<file path="src/rtl/wpb_pkg.sv">
package wpb_pkg;

  localparam int WPB_AW = 32;
  localparam int WPB_DW = 32;

  typedef struct packed {
    logic [WPB_AW-1:0] addr;
    logic [WPB_DW-1:0] data;
  } wpb_entry_t;

  // Address the next write must carry to continue a run
  function automatic logic [WPB_AW-1:0] wpb_step(input logic [WPB_AW-1:0] a);
    return a + WPB_AW'(4);
  endfunction

  // True when the address sits at offset zero of its 2^lg byte block
  function automatic logic wpb_block_start(input logic [WPB_AW-1:0] a,
                                           input int unsigned lg);
    logic [WPB_AW-1:0] mask;
    if (lg < 2) return 1'b1;
    if (lg >= WPB_AW) mask = '1;
    else mask = (WPB_AW'(1) << lg) - WPB_AW'(1);
    return (a & mask) == '0;
  endfunction

endpackage

</file>
<file path="src/rtl/wpb_fifo.sv">
module wpb_fifo
  import wpb_pkg::*;
#(
  parameter int DEPTH = 8,
  localparam int PW = (DEPTH > 1) ? $clog2(DEPTH) : 1,
  localparam int CW = $clog2(DEPTH + 1)
) (
  input  logic       clk,
  input  logic       rst_n,
  input  logic       push,
  input  wpb_entry_t din,
  input  logic       pop,
  output wpb_entry_t dout,
  output logic [CW-1:0] count,
  output logic       full,
  output logic       empty
);

  wpb_entry_t mem [DEPTH];
  logic [PW-1:0] wr_ptr, rd_ptr;

  function automatic logic [PW-1:0] bump(input logic [PW-1:0] p);
    return (p == PW'(DEPTH - 1)) ? '0 : p + PW'(1);
  endfunction

  assign full  = (count == CW'(DEPTH));
  assign empty = (count == '0);
  assign dout  = mem[rd_ptr];

  always_ff @(posedge clk) begin
    if (push) mem[wr_ptr] <= din;
  end

  always_ff @(posedge clk or negedge rst_n) begin
    if (!rst_n) begin
      wr_ptr <= '0;
      rd_ptr <= '0;
      count  <= '0;
    end else begin
      if (push) wr_ptr <= bump(wr_ptr);
      if (pop)  rd_ptr <= bump(rd_ptr);
      case ({push, pop})
        2'b10:   count <= count + CW'(1);
        2'b01:   count <= count - CW'(1);
        default: count <= count;
      endcase
    end
  end

endmodule

</file>
<file path="src/rtl/wpb_accept.sv">
module wpb_accept
  import wpb_pkg::*;
#(
  parameter int REGIONS = 4,
  parameter int LGW = 5,
  localparam int RW = (REGIONS > 1) ? $clog2(REGIONS) : 1
) (
  input  logic               clk,
  input  logic               rst_n,
  input  logic               post_en,
  input  logic [REGIONS*LGW-1:0] region_lg,
  input  logic               host_valid,
  input  logic [WPB_AW-1:0]  host_addr,
  input  logic [RW-1:0]      host_region,
  input  logic               fifo_full,
  input  logic               fifo_empty,
  input  logic               drain_fire,
  output logic               host_ready,
  output logic               push,
  output logic               seq_hit
);

  // run tracking for posted mode
  logic              run_valid;
  logic [WPB_AW-1:0] last_addr;
  logic [RW-1:0]     last_region;
  logic [LGW-1:0]    lg_sel;

  // single-word mode: word captured, word drained
  logic np_hold, np_ack;

  logic post_accept, np_capture, host_fire;

  always_comb begin
    lg_sel = region_lg[int'(host_region)*LGW +: LGW];
  end

  assign seq_hit = run_valid
                && (host_addr == wpb_step(last_addr))
                && (host_region == last_region)
                && !wpb_block_start(host_addr, int'(lg_sel));

  assign post_accept = fifo_empty || (seq_hit && !fifo_full);
  assign np_capture  = !post_en && host_valid && !np_hold && fifo_empty;

  assign host_ready = post_en ? post_accept : np_ack;
  assign host_fire  = host_valid && host_ready;
  assign push       = post_en ? host_fire : np_capture;

  always_ff @(posedge clk or negedge rst_n) begin
    if (!rst_n) begin
      run_valid   <= 1'b0;
      last_addr   <= '0;
      last_region <= '0;
    end else if (!post_en) begin
      run_valid <= 1'b0;
    end else if (host_fire) begin
      run_valid   <= 1'b1;
      last_addr   <= host_addr;
      last_region <= host_region;
    end
  end

  always_ff @(posedge clk or negedge rst_n) begin
    if (!rst_n) begin
      np_hold <= 1'b0;
      np_ack  <= 1'b0;
    end else if (post_en) begin
      np_hold <= 1'b0;
      np_ack  <= 1'b0;
    end else begin
      if (np_capture) np_hold <= 1'b1;
      if (np_hold && drain_fire) np_ack <= 1'b1;
      if (np_ack && host_valid) begin
        np_hold <= 1'b0;
        np_ack  <= 1'b0;
      end
    end
  end

endmodule

</file>
<file path="src/rtl/wpost_buffer.sv">
module wpost_buffer
  import wpb_pkg::*;
#(
  parameter int DEPTH = 8,
  parameter int REGIONS = 4,
  localparam int LGW = 5,
  localparam int RW = (REGIONS > 1) ? $clog2(REGIONS) : 1,
  localparam int CW = $clog2(DEPTH + 1)
) (
  input  logic                   clk,
  input  logic                   rst_n,
  input  logic                   post_en,
  input  logic [REGIONS*LGW-1:0] region_lg,
  input  logic                   host_valid,
  output logic                   host_ready,
  input  logic [WPB_AW-1:0]      host_addr,
  input  logic [WPB_DW-1:0]      host_data,
  input  logic [RW-1:0]          host_region,
  output logic                   drain_valid,
  input  logic                   drain_ready,
  output logic [WPB_AW-1:0]      drain_addr,
  output logic [WPB_DW-1:0]      drain_data
);

  // named internal events, used by the bound checker
  logic          fifo_push, fifo_pop, fifo_full, fifo_empty, seq_hit;
  logic [CW-1:0] fifo_count;
  wpb_entry_t    in_entry, head;

  assign in_entry = '{addr: host_addr, data: host_data};
  assign drain_valid = !fifo_empty;
  assign fifo_pop    = drain_valid && drain_ready;
  assign drain_addr  = head.addr;
  assign drain_data  = head.data;

  wpb_accept #(.REGIONS(REGIONS), .LGW(LGW)) u_accept (
    .clk(clk), .rst_n(rst_n), .post_en(post_en), .region_lg(region_lg),
    .host_valid(host_valid), .host_addr(host_addr), .host_region(host_region),
    .fifo_full(fifo_full), .fifo_empty(fifo_empty), .drain_fire(fifo_pop),
    .host_ready(host_ready), .push(fifo_push), .seq_hit(seq_hit)
  );

  wpb_fifo #(.DEPTH(DEPTH)) u_fifo (
    .clk(clk), .rst_n(rst_n), .push(fifo_push), .din(in_entry),
    .pop(fifo_pop), .dout(head), .count(fifo_count),
    .full(fifo_full), .empty(fifo_empty)
  );

endmodule

</file>
<file path="config.mk">
export PLATFORM = sky130hd
export DESIGN_NAME = wpost_buffer
export DESIGN_NICKNAME = d
export VERILOG_FILES = /design/src/rtl/wpb_pkg.sv /design/src/rtl/wpb_fifo.sv /design/src/rtl/wpb_accept.sv /design/src/rtl/wpost_buffer.sv
export SDC_FILE = /design/constraint.sdc
export NUM_CORES = 1
export LEC_CHECK = 0
export ABC_AREA = 1
export BUFFER_PORTS_ARGS = -buffer_cell sky130_fd_sc_hd__clkbuf_2
export CAP_MARGIN = 20
export CORE_MARGIN = 5
export CORE_UTILIZATION = 55
export DETAILED_ROUTE_END_ITERATION = 10
export PLACE_DENSITY = 0.72
export SLEW_MARGIN = 15
export SYNTH_ARGS = -nofsm -noshare
export SYNTH_HDL_FRONTEND = slang
export SYNTH_SLANG_ARGS = --single-unit
export TNS_END_PERCENT = 100
</file>
<file path="constraint.sdc">
create_clock -name clk -period 6.85 [get_ports clk]
set_clock_uncertainty 0.2 [all_clocks]
set_input_delay 0 -clock clk [delete_from_list [all_inputs] [get_ports clk]]
set_output_delay 0 -clock clk [all_outputs]
set_load 0.01 [all_outputs]
</file>
==> metrics <==
grt total ovfl=0; synth warn=0; 1st-iter DRT viols=about 1,600; syn avg cell area=11.25 um2; Slew Viols, Final=0; worst vdd ir=~350 uV; latest clock arrival within the worst-skew pair=0.60 ns; initial antenna violation count=0; vias=16,900; Vias per Instance=5.712; Post-Syn Area=around 24,000 um2; most frequent CP cell=nor2_1; Placeable Area=approximately 43,000 um2; Max stage delay on crit path=approximately 0.55 ns; n_diodes=0; post-route ant nets=0; Distinct cells, synth=40; post-synthesis net count=2,229; final worst path period share=0.7734; crit path DAT=~5.6 ns; first-pass GRT wire length=90,980 um; prevailing post-synth register cell=edfxtp_1; vias in the first global route=16,610; Max Clock Freq=roughly 190 MHz; Die X=218.7 um; utilization after layout=0.6455; crit path max fanout=48; Final #Nets=2,428; number of max-cap violations=0; TritonCTS clock tree=built; share of the synthesized area in the top cell type=0.6420; register area share after synthesis=0.6911; CTS clk-pin slew, worst paths=approximately 0.07 ns; Cell Rows=between 70 and 80; top cells by count, synth=523 x nor2_1, 512 x edfxtp_1, 277 x o21ai_0; final setup TNS=0 ns; number of enable flip-flop cells after synthesis=roughly 510; Yosys top cell by area=edfxtp_1; HP Class=primary input to flip-flop; HPWL Detailed=33,030 um; Clock Path Buffers=3; Post-Synthesis Cells=2,128; number of synthesized register bits=559; share of synthesized flip-flops with an asynchronous set or reset=0.08408; largest net degree at the start of global routing=228; Final Non-Filler Cells=2,958; worst relative slew slack=0.3267; Leakage=0.01007 uW; final wirelength=roughly 60,000 um; Worst-Margin Slew=1.010 ns; Placed Instances=2,777; die area=between 40,000 and 50,000 um2; IO buf count=156; synth top area cells=edfxtp_1 64%, nor2_1 8.2%, o21ai_0 5.8%, dfrtp_1 4.9%, nand2_1 3.4%; Worst setup SP type=primary input; most common cell in the synthesized netlist=nor2_1; layout overhead on the synthesized area=16.10%; Overall Global Routing Usage=0.2421; CP max-delay cell=dlygate4sd3_1; status=complete, no violations; PD cells=375.5 nW/um2; postcts setup bufs=0; layout cells sized above 1=0.1298; num ports=157; Critical Path End Type=flip-flop; Die H=218.7 um; Final Setup Violations=0; RSZ-0062 raised after global routing=no; DRC Markers=0; clk root buf=clkbuf_16; kind of critical path=primary input to flip-flop; CP required=between 7 and 8 ns; TritonCTS Buffers=55; routability cong.=~0.93; min Tclk post-route=about 5.3 ns; Initial Utilization=0.5560; H-tree levels=2; wire length per cell=19.79 um; drt first pass iters=5; Hold Vio Cnt, Final=0; Sink Count=between 500 and 600
-- metrics by stage --
stage          hold slack, ns  total power [uW]  cell area [um2]  worst slack [ns]
2_1_floorplan         -0.4956              6427            23950             1.159
3_3_place_gp         -0.05322              7531            25300             1.737
3_5_place_dp         -0.04313              7605            25300             1.576
4_1_cts             0.0001134             10500            27780             1.642
5_1_grt               0.02264             11060            27800             1.120
6_report              0.03142             10440            27800             1.552
-- metal layers --
metal | vias to the layer above | track usage | part of all wire
li1 | 7920 | - | -
met1 | 8224 | 0.3348 | 0.41
met2 | 641 | 0.3961 | 0.48
met3 | 112 | 0.04073 | 0.076
met4 | 0 | 0.07997 | 0.031
met5 | - | 0 | 0
-- cell families after synthesis --
| group | share of synthesized area |
|---|---|
| XOR/XNOR | 0.02084 |
| AND/OR/NAND/NOR | 0.1559 |
| adder cells (fa/ha/maj) | 0.005538 |
| flip-flops | 0.6911 |
| buffers and inverters | 0.03035 |
| AO/OA/AOI/OAI | 0.09623 |
-- layout by cell type, fill, tap and decap left out, types with 13 or more instances in the layout --
master | synthesis | layout
nand3_1 | 86 | 86
dfrtp_1 | 47 | 45
dlygate4sd3_1 | 0 | 77
nand2_1 | 214 | 214
clkbuf_1 | 90 | 23
clkbuf_16 | 0 | 56
clkinv_1 | 4 | 13
nand4_1 | 19 | 19
edfxtp_1 | 512 | 512
inv_1 | 55 | 52
xnor2_1 | 22 | 22
o21ai_0 | 277 | 277
o22ai_1 | 66 | 66
xor2_1 | 35 | 35
nor2_1 | 523 | 515
clkbuf_2 | 0 | 156
a31oi_1 | 65 | 65
-- critical path: cells and delay by family --
kind,cells,cell delay [ns]
buffers and inverters,5,1.63
adder cells (fa/ha/maj),3,0.83
XOR/XNOR,1,0.14
AO/OA/AOI/OAI,1,0.23
AND/OR/NAND/NOR,24,2.73
-- timing repair --
item / 4_1_cts / 5_1_grt
hold buffers: 77 / 0
endpoints found under the hold margin: 606 / 0
resized for setup: 0 / 0
-- power by group --
group	switching [uW]	leakage, uW	internal (uW)
logic	2280	0.00404	1110
registers	204	0.00520	3980
clock network	1240	0.000830	1630
total	3720	0.0101	6720
-- registers in the layout, indices dropped and copies added (netlist names), 2 cells and up --
register / flops
u_fifo.wr_ptr: 3
u_fifo.mem: 512
u_accept.last_addr: 32
u_accept.last_region: 2
u_fifo.count: 4
u_fifo.rd_ptr: 3
-- cell type report --
cell class / count / area [um2]
clock inverter: 20 / 161.4
clock buffer: 83 / 1543
tap: 585 / 732.0
multi-input combinational: 1389 / 6731
sequential: 559 / 16560
fill: 3253 / 15270
inverter: 69 / 269.0
timing repair buffer: 253 / 1809
-- path summary, 6_finish.rpt --
kind                            slack [ns]                      to  cells after the start                    from
worst min-delay path                  0.03        u_fifo.mem[2][8]                      2            host_data[8]
min in group asynchronous             0.40         u_fifo.count[0]                      4                   rst_n
max in group asynchronous             5.58        u_fifo.rd_ptr[0]                      4                   rst_n
worst max-delay path                  1.55         u_fifo.count[3]                     34          host_region[0]
worst min register to register        0.29  u_accept.last_addr[31]                      2  u_accept.last_addr[31]
worst max register to register        1.80         u_fifo.count[3]                     28   u_accept.last_addr[2]
Note: power is estimated with default switching activity, not from simulation.
